<file path="config.mk">
export PLATFORM = sky130hd
export DESIGN_NAME = optical_tx_conditioner
export DESIGN_NICKNAME = d
export VERILOG_FILES = /design/src/rtl/optx_pkg.sv /design/src/rtl/optx_src_mux.sv /design/src/rtl/optx_carrier_gen.sv /design/src/rtl/optx_rx_gate.sv /design/src/rtl/optical_tx_conditioner.sv
export SDC_FILE = /design/constraint.sdc
export NUM_CORES = 1
export LEC_CHECK = 0
export ABC_AREA = 1
export BUFFER_PORTS_ARGS = -buffer_cell sky130_fd_sc_hd__buf_2
export CORE_AREA = 2 2 39 41
export CTS_BUF_LIST = sky130_fd_sc_hd__clkbuf_8 sky130_fd_sc_hd__clkbuf_16
export DETAILED_ROUTE_END_ITERATION = 10
export DIE_AREA = 0 0 41 43
export SLEW_MARGIN = 10
export SYNTH_ARGS = -nofsm -noshare
export SYNTH_HDL_FRONTEND = slang
export SYNTH_SLANG_ARGS = --single-unit
</file>
<file path="constraint.sdc">
create_clock -name clk -period 1.45 [get_ports clk]
set_input_delay 0.145 -clock clk [delete_from_list [all_inputs] [get_ports clk]]
set_output_delay 0.145 -clock clk [all_outputs]
set_load 0.02 [all_outputs]
</file>
<file path="src/rtl/optx_pkg.sv">
package optx_pkg;

  typedef enum logic [1:0] {
    SRC_UART = 2'd0,
    SRC_WPLS = 2'd1,
    SRC_VPLS = 2'd2,
    SRC_GPO  = 2'd3
  } optx_src_e;

  // Carrier high time in clocks: period * (4 - code) / 8
  function automatic int unsigned optx_high_clks(input int unsigned period,
                                                 input logic [1:0] code);
    int unsigned eighths;
    eighths = 4 - int'(code);
    return (period * eighths) / 8;
  endfunction

endpackage

</file>
<file path="src/rtl/optx_src_mux.sv">
module optx_src_mux
  import optx_pkg::*;
(
  input  logic [1:0] sel,
  input  logic       uart_tx,
  input  logic       wpulse,
  input  logic       varpulse,
  input  logic       gpo_bit,
  output logic       data
);
  always_comb begin
    unique case (optx_src_e'(sel))
      SRC_UART: data = uart_tx;
      SRC_WPLS: data = wpulse;
      SRC_VPLS: data = varpulse;
      SRC_GPO:  data = gpo_bit;
      default:  data = 1'b1;
    endcase
  end
endmodule

</file>
<file path="src/rtl/optx_carrier_gen.sv">
module optx_carrier_gen
  import optx_pkg::*;
#(
  parameter int unsigned PERIOD_CLKS = 128
) (
  input  logic       clk,
  input  logic       rst_n,
  input  logic [1:0] duty_code,
  output logic       carrier,
  output logic       wrap
);
  localparam int unsigned CW = (PERIOD_CLKS > 2) ? $clog2(PERIOD_CLKS) : 1;
  localparam logic [CW-1:0] LAST = CW'(PERIOD_CLKS - 1);

  logic [CW-1:0] cnt_q;
  logic [CW:0]   high_clks;

  assign high_clks = (CW+1)'(optx_high_clks(PERIOD_CLKS, duty_code));
  assign wrap      = (cnt_q == LAST);
  assign carrier   = ({1'b0, cnt_q} < high_clks);

  always_ff @(posedge clk or negedge rst_n) begin
    if (!rst_n)    cnt_q <= '0;
    else if (wrap) cnt_q <= '0;
    else           cnt_q <= cnt_q + 1'b1;
  end
endmodule

</file>
<file path="src/rtl/optx_rx_gate.sv">
module optx_rx_gate (
  input  logic rx_disable,
  input  logic pad_rx,
  output logic uart_rx
);
  assign uart_rx = rx_disable | pad_rx;
endmodule

</file>
<file path="src/rtl/optical_tx_conditioner.sv">
module optical_tx_conditioner #(
  parameter int unsigned PERIOD_CLKS = 128
) (
  input  logic       clk,
  input  logic       rst_n,
  input  logic [1:0] src_sel,
  input  logic       mod_en,
  input  logic [1:0] duty_code,
  input  logic       tx_invert,
  input  logic       rx_disable,
  input  logic       uart_tx,
  input  logic       wpulse,
  input  logic       varpulse,
  input  logic       gpo_bit,
  input  logic       pad_rx,
  output logic       pad_tx,
  output logic       uart_rx
);
  // named internal events for the checker
  logic sel_data;
  logic carrier;
  logic carrier_wrap;
  logic shaped;

  optx_src_mux u_mux (
    .sel(src_sel), .uart_tx(uart_tx), .wpulse(wpulse),
    .varpulse(varpulse), .gpo_bit(gpo_bit), .data(sel_data)
  );

  optx_carrier_gen #(.PERIOD_CLKS(PERIOD_CLKS)) u_car (
    .clk(clk), .rst_n(rst_n), .duty_code(duty_code),
    .carrier(carrier), .wrap(carrier_wrap)
  );

  optx_rx_gate u_rx (
    .rx_disable(rx_disable), .pad_rx(pad_rx), .uart_rx(uart_rx)
  );

  // space (0) keys the carrier, mark (1) stays dark
  assign shaped = mod_en ? (~sel_data & carrier) : sel_data;

  always_ff @(posedge clk or negedge rst_n) begin
    if (!rst_n) pad_tx <= 1'b0;
    else        pad_tx <= shaped ^ tx_invert;
  end
endmodule

</file>
==> impl_metrics.py, run 1 <==
metrics = {
    "die": {
        "die_w_um": 41,
        "initial_core_util_pct": 34.27,
        "num_rows": 14,
        "fp.dieArea_um2": 1763,
        "ios": 16,
        "die-height_um": 43,
        "core-area_um2": 1384,
    },
    "hold_path": {
        "hold_path_class": "in2reg",
    },
    "logic_synthesis": {
        "syn_avg_cell_area_um2": 8.037,
        "synth_cells": 59,
        "ys_seq_area_share_pct": 42.22,
        "ys_types": 15,
        "synth_fp_nets": 77,
        "syn_area_um2": 474.2,
        "yosys_warnings": 0,
        "ys_seq_elements": 8,
    },
    "worst_setup_path": {
        "critPathCaptureType": "flip-flop",
        "worstSetupPathType": "reg2reg",
        "slowest_stage": "dfrtp_1",
        "required_ps": 1570,
        "crit_arrival_ps": 1360,
        "cp_cell_sequence": "ha_1 -> nand2_1 -> nand2_1 -> nand2_1 -> nand2_1 -> nand2_1 -> nand2_1 -> nand2_1 -> nand2_1",
        "cpMostUsedCell": "nand2_1",
        "max_stage_delay_ps": 410,
        "critPathLaunchType": "flip-flop",
        "cp_max_fo": 5,
    },
    "job": {
        "drv_cap": 0,
    },
    "power_and_ir_drop": {
        "seqPwrFrac_pct": 40.6,
        "powerDensity_nw_per_um2": 909.4,
        "p_leak_nw": 0.3742,
        "power.internal_w": 0.0004403,
        "total_power_w": 0.0005644,
        "combPwrFrac_pct": 12.4,
        "switchingPower_w": 0.0001241,
        "switching_share_pct": 21.99,
        "irDropWorstVdd_v": 0.0003988,
        "power_frac_clock_pct": 47.0,
    },
    "detailed_routing": {
        "drc": 0,
        "wl_per_cell_um": 8.553,
        "wirelength_um": 804,
        "drtIter0Drc": 0,
        "ant_nets": 0,
        "via_per_inst": 4.213,
        "vias": 396,
        "first_pass_iters": 1,
    },
    "grt": {
        "grt_max_degree": 9,
        "grt_usage_pct": 13.00,
        "grt_pass1_wl_um": 1449,
        "grt_overflow": 0,
        "antenna_found_initial": 0,
        "first_global_vias": 385,
    },
    "timing": {
        "fmax_mhz": 805.9,
        "finalCritPeriodShare_pct": 85.58,
        "finalSetupTns_ps": 0,
        "setup_viol": 0,
        "grt_setup_unrepaired": "false",
        "final_max_slew_viol_count": 0,
        "period_minus_slack_ps": 1241,
        "worst_pin_slew_ps": 212.4,
        "hold_viol_final": 0,
        "fin_skew_ps": 1.009,
        "relSlewSlack_pct": 85.69,
    },
    "final_layout": {
        "final_cell_mix": "buf_2 (15), inv_1 (13), nand2_1 (11)",
        "layout_commonest_cell": "buf_2",
        "n_antenna_cell": 0,
        "num-nets-final": 98,
        "drive_gt1_share_pct": 28.21,
        "area_delta_synth_final_pct": 30.87,
        "fin_cells": 94,
        "fillers": 147,
    },
    "clock_tree": {
        "cts_root_buffer": "clkbuf_8",
        "cts_buffers": 3,
        "ctsResizeCount": 0,
        "cts.sinks": 8,
        "clk_pin_slew_ps": 40,
        "clock_latency_ps": 230,
        "cts_tree": "done",
        "cts_setup_buffers": 0,
        "hold_buffers": 1,
        "cts_max_level": 1,
        "clk_path_buf_depth": 2,
    },
    "placed_design": {
        "hpwl_um": 682.8,
        "gp_congestion": 0.6556,
        "place_inst": 90,
        "numPortBuffers": 15,
    },
    "outcome": {
        "status": "finished, final reports clean",
    },
}
## power groups by stage
stage	Clock (W)	Sequential (W)	Combinational (W)
after floorplan	0	0.000237	0.0000314
after global placement	0	0.000232	0.0000668
after detailed placement	0	0.000232	0.0000701
after CTS	0.000276	0.000229	0.0000723
after global routing	0.000293	0.000229	0.0000810
final	0.000265	0.000229	0.0000701
## Yosys cell counts
library cell  count  share of area [%]
or2_2             1                1.3
and3_1            1                1.3
nor3_2            1                2.1
nor3b_1           1                1.6
o21ai_0           2                2.1
a21oi_1           4                4.2
inv_1            13                 10
and3_4            1                2.4
nand3_1           4                4.2
nand2_1          11                8.7
ha_1              4                 11
xor2_1            2                3.7
dfrtp_1           8                 42
nor2_1            5                4.0
nor2_2            1                1.3
## registers in the layout, indices dropped and copies added, names as in the netlist
name	flops
pad_tx	1
u_car.cnt_q	7
## final cells by class
class                      instances  area (um^2)  area share, %
timing repair buffer              16        85.08          13.71
inverter                          13        48.80          7.863
multi-input combinational         38        225.2          36.29
clock buffer                       3        41.29          6.653
sequential                         8        200.2          32.26
tap                               16        20.02          3.226
## cell families after synthesis
group                      count (synthesis)  synth area share [%]
and+or+nand+nor                           26                 26.92
buffers and inverters                     13                 10.29
AOI/OAI and AO/OA                          6                 6.333
DFF                                        8                 42.22
xor gates and xnor gates                   2                 3.695
adders and majority gates                  4                 10.55
## critical path, delay by kind of cell (launching register included)
| kind | cells | cell delay (ps) |
|---|---|---|
| AND/OR/NAND/NOR | 8 | 420 |
| flip-flops | 1 | 410 |
| adder cells (fa/ha/maj) | 1 | 310 |
## through the flow
stage / util, % / cell area [um^2] / setup slack (ps) / hold WS, ps
after floorplan: - / 474.2 / 255.7 / -150.6
after global placement: 41.14 / 569.3 / 101.6 / -7.700
after detailed placement: 41.14 / 569.3 / 59.19 / -5.685
after CTS: 44.85 / 620.6 / 192.0 / 124.8
after global routing: 44.85 / 620.6 / 78.73 / 146.6
final: 44.85 / 620.6 / 209.1 / 127.5
## layer usage
layer	GRT usage [%]	part of all wire, %	vias up
met5	0	0	-
met4	12.00	0	0
met3	4.712	2.7	0
met2	18.13	53	9
met1	14.33	44	166
li1	-	-	221
## path summary, 6_finish.rpt
| kind | from | end | slack, ps | cells after the start |
|---|---|---|---|---|
| max | u_car.cnt_q[5] | pad_tx | 210 | 9 |
| min | tx_invert | pad_tx | 130 | 3 |
| max reg2reg | u_car.cnt_q[5] | pad_tx | 210 | 9 |
| min reg2reg | u_car.cnt_q[0] | u_car.cnt_q[0] | 450 | 1 |
| max in group asynchronous | rst_n | u_car.cnt_q[6] | 1010 | 2 |
| min in group asynchronous | rst_n | u_car.cnt_q[2] | 280 | 2 |
Note: power is estimated with default switching activity, not from simulation.
==> inputs of run 2 (changes only) <==
CTS_BUF_LIST = unset   (was sky130_fd_sc_hd__clkbuf_8 sky130_fd_sc_hd__clkbuf_16)
==> run 2 against run 1 <==
Final area shrank 3.0%. Global-route usage shrank 0.92 points. Worst setup slack lost 1.8 ps. Worst hold slack lost 26 ps. Critical endpoint unchanged. Largest power group is now sequential cells. Highest routed layer is now met4.
==> impl_metrics.py, run 2 (synthesized netlist as in run 1, its figures left out) <==
metrics = {
    "worst_setup_path": {
        "path_buf_inv": 0,
        "worstSetupPathType": "reg2reg",
        "slowest_stage": "dfrtp_1",
        "critPathCaptureType": "flip-flop",
        "required_ps": 1590,
        "crit_arrival_ps": 1390,
        "cp_cell_sequence": "ha_1 -> nand2_1 -> nand2_1 -> nand2_1 -> nand2_1 -> nand2_1 -> nand2_1 -> nand2_1 -> nand2_1",
        "r2r_slack_ps": 210,
        "max_stage_delay_ps": 410,
        "rr_endpoint": "pad_tx",
        "reg2reg_depth": 9,
        "critical-path-top-delay-family": "flip-flops",
        "critPathLaunchType": "flip-flop",
        "rr_startpoint": "u_car.cnt_q[5]",
        "cpMostUsedCell": "nand2_1",
        "cp_max_fo": 5,
    },
    "clock_tree": {
        "cts_max_level": 1,
        "clock_latency_ps": 250,
        "cts_root_buffer": "clkbuf_4",
        "clk_pin_slew_ps": 50,
        "cts_tree": "done",
        "clk_path_buf_depth": 2,
        "cts.sinks": 8,
        "ctsResizeCount": 0,
        "hold_buffers": 1,
        "cts_buffers": 3,
        "cts_setup_buffers": 0,
    },
    "timing": {
        "relSlewSlack_pct": 85.69,
        "period_minus_slack_ps": 1243,
        "worst_pin_slew_ps": 212.4,
        "hold_viol_final": 0,
        "setup_viol": 0,
        "final_max_slew_viol_count": 0,
        "fin_skew_ps": 1.427,
        "grt_setup_unrepaired": "false",
        "finalCritPeriodShare_pct": 85.70,
        "fmax_mhz": 804.7,
        "hold-worst-slack_ps": 101.3,
        "finalSetupTns_ps": 0,
    },
    "final_layout": {
        "final_cell_mix": "buf_2 (15), inv_1 (13), nand2_1 (11)",
        "fillers": 152,
        "layout_commonest_cell": "buf_2",
        "num-nets-final": 98,
        "regMostFlops": "u_car.cnt_q",
        "largest_reg_flops": 7,
        "fin_cells": 94,
        "drive_gt1_share_pct": 28.21,
        "area_delta_synth_final_pct": 26.91,
        "n_antenna_cell": 0,
        "reg_top3": "u_car.cnt_q (7), pad_tx (1)",
    },
    "detailed_routing": {
        "drc": 0,
        "wl_per_cell_um": 8.468,
        "first_pass_iters": 2,
        "ant_nets": 0,
        "via_per_inst": 4.351,
        "wirelength_um": 796,
        "drtIter0Drc": 1,
        "vias": 409,
    },
    "placed_design": {
        "place_inst": 90,
        "numPortBuffers": 15,
        "hpwl_um": 682.8,
        "gp_congestion": 0.6556,
    },
    "die": {
        "die_w_um": 41,
        "fp.dieArea_um2": 1763,
        "die-height_um": 43,
        "initial_core_util_pct": 34.27,
        "num_rows": 14,
        "core-area_um2": 1384,
        "ios": 16,
    },
    "power_and_ir_drop": {
        "p_leak_nw": 0.3665,
        "total_power_w": 0.0004681,
        "irDropWorstVdd_v": 0.0003524,
        "powerDensity_nw_per_um2": 777.7,
    },
    "grt": {
        "grt_overflow": 0,
        "grt_usage_pct": 12.08,
        "first_global_vias": 380,
        "grt_max_degree": 9,
        "grt_pass1_wl_um": 1393,
        "antenna_found_initial": 0,
    },
    "hold_path": {
        "hold_path_class": "in2reg",
        "whs_endpoint": "pad_tx",
        "hp-start": "tx_invert",
        "holdPathStages": 3,
    },
    "outcome": {
        "status": "finished, final reports clean",
    },
    "job": {
        "drv_cap": 0,
    },
}
run 2: changes by cell type in the layout (fill, tap and decap cells not counted):
cell | previous run | this run
clkbuf_4 | 0 | 3
clkbuf_8 | 3 | 0
run 2: how the worst max path moves through the flow:
| stage | cells past startpoint | from | to | slack [ps] |
|---|---|---|---|---|
| floorplan | 12 | duty_code[0] | pad_tx | 260 |
| global placement | 13 | duty_code[0] | pad_tx | 100 |
| detailed placement | 13 | duty_code[0] | pad_tx | 60 |
| CTS | 9 | u_car.cnt_q[5] | pad_tx | 190 |
| global route | 5 | u_car.cnt_q[0] | u_car.cnt_q[3] | 100 |
| finish | 9 | u_car.cnt_q[5] | pad_tx | 210 |
run 2: worst min-delay path, stage by stage:
cell and delay [ps]:
buf_2 80, nand2_1 50, nand2_1 40
run 2: layout make-up:
| cell class | count | area [um^2] | area share, % |
|---|---|---|---|
| timing repair buffer | 16 | 85.08 | 14.14 |
| multi-input combinational | 38 | 225.2 | 37.42 |
| clock buffer | 3 | 22.52 | 3.742 |
| tap | 16 | 20.02 | 3.326 |
| sequential | 8 | 200.2 | 33.26 |
| inverter | 13 | 48.80 | 8.108 |
run 2: per-layer routing:
layer	track usage [%]	vias to the layer above	share of wire [%]
met5	0	-	0
met4	10.00	0	1.6
met3	3.141	2	4.1
met2	18.44	15	51
met1	12.99	170	43
li1	-	222	-
run 2: metrics by stage:
| stage | setup WS, ps | utilization, % | area, um^2 |
|---|---|---|---|
| 4_1_cts | 193.9 | 43.49 | 601.8 |
| 3_3_place_gp | 101.6 | 41.14 | 569.3 |
| 6_report | 207.3 | 43.49 | 601.8 |
| 5_1_grt | 97.57 | 43.49 | 601.8 |
| 2_1_floorplan | 255.7 | - | 474.2 |
| 3_5_place_dp | 59.19 | 41.14 | 569.3 |
run 2: where the power goes:
group	internal [W]	switching, W
Combinational	0.0000325	0.0000376
Clock	0.0000947	0.0000750
Sequential	0.000227	0.00000104
Total	0.000354	0.000114
